File: src/rtl/dht_pkg.sv
package dht_pkg;
  localparam logic [7:0] OFF_ID     = 8'h00;
  localparam logic [7:0] OFF_CNT_LO = 8'h10;
  localparam logic [7:0] OFF_CNT_HI = 8'h14;
  localparam logic [7:0] OFF_PRD_LO = 8'h18;
  localparam logic [7:0] OFF_PRD_HI = 8'h1C;
  localparam logic [7:0] OFF_CTRL   = 8'h20;
  localparam logic [7:0] OFF_GCTRL  = 8'h24;

  localparam logic [31:0] TIMER_ID  = 32'h7D4E_0001;

  // enable field encoding
  localparam logic [1:0] EN_OFF    = 2'd0;
  localparam logic [1:0] EN_ONCE   = 2'd1;
  localparam logic [1:0] EN_REPEAT = 2'd2;

  // global mode: only value 0 links the halves
  localparam logic [1:0] GM_LINK64 = 2'd0;

  function automatic logic en_runs(input logic [1:0] f);
    return (f == EN_ONCE) || (f == EN_REPEAT);
  endfunction
endpackage

File: src/rtl/dht_half.sv
module dht_half #(
  parameter int DW = 32
) (
  input  logic          clk,
  input  logic          rst,
  input  logic          hold,
  input  logic          wr,
  input  logic [DW-1:0] wdata,
  input  logic          step,
  input  logic          wrap,
  input  logic [DW-1:0] prd,
  output logic [DW-1:0] cnt,
  output logic          eq
);
  logic [DW-1:0] cnt_q;

  // priority: reset, held, bus write, wrap, step
  always_ff @(posedge clk) begin
    if (rst || hold) begin
      cnt_q <= '0;
    end else if (wr) begin
      cnt_q <= wdata;
    end else if (wrap) begin
      cnt_q <= '0;
    end else if (step) begin
      cnt_q <= cnt_q + DW'(1);
    end
  end

  assign cnt = cnt_q;
  assign eq  = (cnt_q == prd);
endmodule

File: src/rtl/dht_seq.sv
module dht_seq
  import dht_pkg::*;
#(
  parameter int DW = 32,
  parameter int NH = 2
) (
  input  logic                clk,
  input  logic                rst,
  input  logic [1:0]          gmode,
  input  logic [NH-1:0][1:0]  en,
  input  logic [NH-1:0]       rel,
  input  logic [NH-1:0]       eq,
  input  logic [DW-1:0]       cnt_lo,
  output logic [NH-1:0]       hold,
  output logic [NH-1:0]       step,
  output logic [NH-1:0]       wrap,
  output logic [NH-1:0]       hit,
  output logic [NH-1:0]       evt
);
  logic linked;
  logic lo_full;
  logic pair_run;
  logic pair_hit;

  assign linked   = (gmode == GM_LINK64);
  assign lo_full  = &cnt_lo;
  assign pair_run = en_runs(en[0]) && (&rel);
  assign pair_hit = pair_run && (&eq);
  assign hold     = ~rel;

  always_comb begin
    step = '0;
    wrap = '0;
    hit  = '0;
    if (linked) begin
      step[0] = pair_run && !pair_hit;
      wrap[0] = pair_hit;
      step[1] = pair_run && !pair_hit && lo_full;
      wrap[1] = pair_hit;
      hit[0]  = pair_hit;
    end else begin
      for (int h = 0; h < NH; h++) begin
        step[h] = en_runs(en[h]) && rel[h] && !eq[h];
        wrap[h] = en_runs(en[h]) && rel[h] && eq[h];
        hit[h]  = en_runs(en[h]) && rel[h] && eq[h];
      end
    end
  end

  always_ff @(posedge clk) begin
    if (rst) evt <= '0;
    else     evt <= hit;
  end
endmodule

File: src/rtl/dht_regs.sv
module dht_regs
  import dht_pkg::*;
#(
  parameter int DW     = 32,
  parameter int AW     = 8,
  parameter int NH     = 2,
  parameter int LO_POS = 6,
  parameter int HI_POS = 22
) (
  input  logic                  clk,
  input  logic                  rst,
  input  logic                  bus_wr,
  input  logic                  bus_rd,
  input  logic [AW-1:0]         bus_addr,
  input  logic [DW-1:0]         bus_wdata,
  input  logic [NH-1:0][DW-1:0] cnt,
  input  logic [NH-1:0]         done,
  output logic [DW-1:0]         bus_rdata,
  output logic [NH-1:0][1:0]    en,
  output logic [1:0]            gmode,
  output logic [NH-1:0]         rel,
  output logic [NH-1:0][DW-1:0] prd,
  output logic [NH-1:0]         wr_cnt
);
  logic [NH-1:0][1:0]    en_q;
  logic [1:0]            gm_q;
  logic [NH-1:0]         rel_q;
  logic [NH-1:0][DW-1:0] prd_q;
  logic                  wr_ctrl;
  logic                  wr_gctrl;
  logic [NH-1:0]         wr_prd;
  logic [DW-1:0]         ctrl_word;
  logic [DW-1:0]         gctrl_word;

  assign wr_ctrl   = bus_wr && (bus_addr == AW'(OFF_CTRL));
  assign wr_gctrl  = bus_wr && (bus_addr == AW'(OFF_GCTRL));
  assign wr_cnt[0] = bus_wr && (bus_addr == AW'(OFF_CNT_LO));
  assign wr_cnt[1] = bus_wr && (bus_addr == AW'(OFF_CNT_HI));
  assign wr_prd[0] = bus_wr && (bus_addr == AW'(OFF_PRD_LO));
  assign wr_prd[1] = bus_wr && (bus_addr == AW'(OFF_PRD_HI));

  always_comb begin
    ctrl_word = '0;
    ctrl_word[LO_POS +: 2] = en_q[0];
    ctrl_word[HI_POS +: 2] = en_q[1];
    gctrl_word = '0;
    gctrl_word[3:2] = gm_q;
    gctrl_word[1:0] = rel_q;
  end

  always_ff @(posedge clk) begin
    if (rst) begin
      en_q <= '0;
    end else if (wr_ctrl) begin
      en_q[0] <= bus_wdata[LO_POS +: 2];
      en_q[1] <= bus_wdata[HI_POS +: 2];
    end else begin
      for (int h = 0; h < NH; h++) begin
        if (done[h] && en_q[h] == EN_ONCE) en_q[h] <= EN_OFF;
      end
    end
  end

  always_ff @(posedge clk) begin
    if (rst) begin
      gm_q  <= '0;
      rel_q <= '0;
    end else if (wr_gctrl) begin
      gm_q  <= bus_wdata[3:2];
      rel_q <= bus_wdata[1:0];
    end
  end

  generate
    for (genvar h = 0; h < NH; h++) begin : g_prd
      always_ff @(posedge clk) begin
        if (rst)            prd_q[h] <= '0;
        else if (wr_prd[h]) prd_q[h] <= bus_wdata;
      end
    end
  endgenerate

  always_ff @(posedge clk) begin
    if (rst) begin
      bus_rdata <= '0;
    end else if (bus_rd) begin
      case (bus_addr)
        AW'(OFF_ID):     bus_rdata <= DW'(TIMER_ID);
        AW'(OFF_CNT_LO): bus_rdata <= cnt[0];
        AW'(OFF_CNT_HI): bus_rdata <= cnt[1];
        AW'(OFF_PRD_LO): bus_rdata <= prd_q[0];
        AW'(OFF_PRD_HI): bus_rdata <= prd_q[1];
        AW'(OFF_CTRL):   bus_rdata <= ctrl_word;
        AW'(OFF_GCTRL):  bus_rdata <= gctrl_word;
        default:         bus_rdata <= '0;
      endcase
    end
  end

  assign en    = en_q;
  assign gmode = gm_q;
  assign rel   = rel_q;
  assign prd   = prd_q;
endmodule

File: src/rtl/dual_half_timer.sv
module dual_half_timer
  import dht_pkg::*;
#(
  parameter int DW     = 32,
  parameter int AW     = 8,
  parameter int LO_POS = 6,
  parameter int HI_POS = 22
) (
  input  logic          clk,
  input  logic          rst,
  input  logic          bus_wr,
  input  logic          bus_rd,
  input  logic [AW-1:0] bus_addr,
  input  logic [DW-1:0] bus_wdata,
  output logic [DW-1:0] bus_rdata,
  output logic          evt_lo,
  output logic          evt_hi
);
  localparam int NH = 2;

  logic [NH-1:0][1:0]    en_w;
  logic [1:0]            gmode_w;
  logic [NH-1:0]         rel_w;
  logic [NH-1:0][DW-1:0] prd_w;
  logic [NH-1:0][DW-1:0] cnt_w;
  logic [NH-1:0]         wr_cnt_w;
  logic [NH-1:0]         eq_w;
  logic [NH-1:0]         hold_w;
  logic [NH-1:0]         step_w;
  logic [NH-1:0]         wrap_w;
  logic [NH-1:0]         hit_w;
  logic [NH-1:0]         evt_w;

  dht_regs #(
    .DW(DW), .AW(AW), .NH(NH), .LO_POS(LO_POS), .HI_POS(HI_POS)
  ) u_regs (
    .clk      (clk),
    .rst      (rst),
    .bus_wr   (bus_wr),
    .bus_rd   (bus_rd),
    .bus_addr (bus_addr),
    .bus_wdata(bus_wdata),
    .cnt      (cnt_w),
    .done     (hit_w),
    .bus_rdata(bus_rdata),
    .en       (en_w),
    .gmode    (gmode_w),
    .rel      (rel_w),
    .prd      (prd_w),
    .wr_cnt   (wr_cnt_w)
  );

  dht_seq #(.DW(DW), .NH(NH)) u_seq (
    .clk   (clk),
    .rst   (rst),
    .gmode (gmode_w),
    .en    (en_w),
    .rel   (rel_w),
    .eq    (eq_w),
    .cnt_lo(cnt_w[0]),
    .hold  (hold_w),
    .step  (step_w),
    .wrap  (wrap_w),
    .hit   (hit_w),
    .evt   (evt_w)
  );

  generate
    for (genvar h = 0; h < NH; h++) begin : g_half
      dht_half #(.DW(DW)) u_half (
        .clk  (clk),
        .rst  (rst),
        .hold (hold_w[h]),
        .wr   (wr_cnt_w[h]),
        .wdata(bus_wdata),
        .step (step_w[h]),
        .wrap (wrap_w[h]),
        .prd  (prd_w[h]),
        .cnt  (cnt_w[h]),
        .eq   (eq_w[h])
      );
    end
  endgenerate

  assign evt_lo = evt_w[0];
  assign evt_hi = evt_w[1];
endmodule

File: config.mk
export PLATFORM = sky130hd
export DESIGN_NAME = dual_half_timer
export DESIGN_NICKNAME = d
export VERILOG_FILES = /design/src/rtl/dht_pkg.sv /design/src/rtl/dht_half.sv /design/src/rtl/dht_seq.sv /design/src/rtl/dht_regs.sv /design/src/rtl/dual_half_timer.sv
export SDC_FILE = /design/constraint.sdc
export NUM_CORES = 1
export LEC_CHECK = 0
export CAP_MARGIN = 10
export CORE_MARGIN = 1
export CORE_UTILIZATION = 35
export CTS_CLUSTER_DIAMETER = 200
export CTS_CLUSTER_SIZE = 10
export DETAILED_ROUTE_END_ITERATION = 12
export DONT_BUFFER_PORTS = 1
export PLACE_DENSITY = 0.54
export SLEW_MARGIN = 10
export SYNTH_ARGS = -nofsm -noshare
export SYNTH_HDL_FRONTEND = slang
export SYNTH_HIERARCHICAL = 1
export SYNTH_SLANG_ARGS = --single-unit
File: constraint.sdc
create_clock -name clk -period 2.9 [get_ports clk]
set_input_delay 0.145 -clock clk [delete_from_list [all_inputs] [get_ports clk]]
set_output_delay 0.145 -clock clk [all_outputs]
set_load 0.02 [all_outputs]
==> results.ini <==
[layout]
nFillCells=2734
fin_area_um2=11800
regArea_um2=3420
nNetsFinal=1360
final_core_util_pct=43.8
layout-drive-gt1-share_pct=18.6
final_cell_mix=nand2_1, dfxtp_1, buf_4
syn2layout_area_growth_pct=22.4
mostFrequentLayoutCell=nand2_1
stdcell_count=1670
multi_input_area_um2=5920

[power_and_ir_drop]
leakagePower_nw=4.49
vdd_drop_max_mv=0.354
total_power_mw=4.81
powerDensity_nw_per_um2=408

[synth]
synth_top_area_share_pct=35.3
synth-compound-area-share_pct=16.9
synth.area.mux_share_pct=7.20
syn_nets=1254
syn_inst=1208
yosysWarnings=6
synth-seq-cells=170
yosysSeqAreaShare_pct=35.3
synthSimpleGateAreaFrac_pct=26.0
netlist_top_cells_area=dfxtp_1, nand2_1, xor2_1
synth.distinct_cells=62
synth_top_area_cell=dfxtp_1
synth_edf_count=0
synth_area_um2=9640
synth_top_family_by_area=simple AND/OR/NAND/NOR gates
synth_fa_ha_area_share_pct=0.260
async_flop_share_pct=0
ys.flop_type=dfxtp_1
synth_xor_area_share_pct=9.63
syn_area_per_cell_um2=7.98

[worst_setup_path]
cp-start-kind=register
reg2reg_depth=15
cp_max_fo=13
required_ps=3220
r2r_slack_ps=130
setup.worst_path.end_class=register
cp.arrival_ps=3090
critPathKind=register to register
r2r-start=u_regs/prd[34]
r2r-end=g_half[0].u_half/cnt[18]

[floorplanning]
initial_core_util_pct=35.8
pin_count=78
die-area_um2=28200
die_width_um=168
rows=60
dieHeight_um=168
core-area_um2=27000

[hold_path]
min_path_cells=2
hold_start=rst
min_to=u_regs/bus_rdata[30]
hold_path_class=primary input to register

[clock_tree]
cts_max_path_buffers=2
clock-root-buffer=clkbuf_16
cts_tree=yes
clkTransAtPathRegs_ps=70
insertion_delay_ps=440
clkSinkCount=170
numCtsBuffers=17
htree_levels=4

[routing]
dr.pass1.iters=6
via_per_inst=5.90
first_iter_violations=1149
wl_per_cell_um=23.9
route.detailed.drc=0
wirelength_um=39900
vias=9855
ant_nets=0

[timing]
period_needed_ps=2770
fmax_mhz=361
fin_crit_sh_pct=95.4
grt_setup_unrepaired=yes
hold_ws_ps=16.0
drv_slew=0
slew-limit-headroom_pct=39.4
layout_setup_ws_ps=133
setup_viol=0
tightest_slew_ps=901
fin_skew_ps=18.0
hold_violations=0
final.setup.tns_ps=0

[placed_design]
gp_congestion=0.944
preCtsSetupSlack_ps=35.2
dp_hpwl_um=29400
dp_cells=1596
placed_area_um2=10700
portBuffers=0

[global_route]
antenna_found_initial=0
track_usage_pct=28.4
grt_max_degree=82
grt-ovfl-total=0
grt_pass1_vias=9148
grt_pass1_wl_um=59000

[job]
maxCapViolCount=0

[run_status]
status=completed

-- power by group --
| part | switching (mW) | internal, mW |
|---|---|---|
| clock network | 1.04 | 1.23 |
| logic | 0.127 | 0.0747 |
| registers | 0.00157 | 2.33 |
| total | 1.17 | 3.64 |
-- sequential cells by signal (all words and copies together) (netlist names) --
signal,cells
u_seq/evt,2
u_regs/en,4
u_regs/prd,64
u_regs/gmode,2
g_half.u_half/cnt,64
u_regs/bus_rdata,32
u_regs/rel,2
-- kinds of logic (layout without fill, tap and decap cells) --
logic type                 after synthesis  after routing
buffers and inverters                  107            226
AOI/OAI and AO/OA                      273            273
and+or+nand+nor                        503            503
xor gates and xnor gates               106            106
other                                    0              2
muxes                                   47             47
DFF                                    170            170
adders and majority gates                2              2
-- layer usage --
metal | track usage (%) | part of all wire [%] | vias up
met5 | 0 | 0 | -
met4 | 12.8 | 4.0 | 0
met3 | 4.89 | 8.8 | 69
met2 | 43.9 | 44 | 490
met1 | 38.6 | 43 | 4803
li1 | - | - | 4493
-- area by class of cell --
class | instances | area share (%)
antenna | 2 | 0.0424
tap | 341 | 3.62
clock buffer | 19 | 3.84
inverter | 30 | 0.954
multi-input combinational | 931 | 50.2
sequential | 170 | 29.0
clock inverter | 13 | 0.986
timing repair buffer | 164 | 11.4
-- how the worst max path moves through the flow --
stage	to	slack [ps]	from	cells after the start
finish	g_half[0].u_half/cnt[18]	130	u_regs/prd[34]	15
detailed placement	g_half[1].u_half/cnt[17]	40	u_regs/prd[2]	12
global route	g_half[0].u_half/cnt[20]	-40	u_regs/prd[50]	15
global placement	g_half[1].u_half/cnt[5]	90	u_regs/prd[2]	13
floorplan	g_half[1].u_half/cnt[25]	290	g_half[0].u_half/cnt[23]	10
CTS	g_half[1].u_half/cnt[14]	2	u_regs/prd[2]	13
-- synthesized netlist by cell type (all sizes together) (7+ instances only) --
cell type and number:
and2 7, dfxtp 170, mux4 17, mux2 9
a21oi 106, nor2b 12, clkbuf 54, inv 30
nor3 33, xor2 87, or2 8, nor4 30
a221oi 13, xnor2 19, and3 20, buf 23
a22oi 20, nor2 45, o21ai 87, nand4 45
nand3 29, mux2i 21, nand2 249
-- worst max-delay path, cell delays in order (launching register included) --
cell     delay, ps
dfxtp_2        330
xor2_1         160
buf_4          130
nor4_1         250
buf_4          150
nand4_1        100
nor2_2         240
inv_1           90
o21ai_0        150
and3_1         240
nor2_1          80
buf_4          210
nand2_1        140
buf_4          200
a41o_1         100
o21ai_0         80
-- what timing repair did --
item | 4_1_cts | 5_1_grt
gates resized for setup | 0 | 34
buffers inserted | 0 | 2
hold endpoints to repair | 152 | 0
setup endpoints to repair | 0 | 58
hold buffers | 38 | 0
No activity file was read; power rests on OpenSTA's default activity.
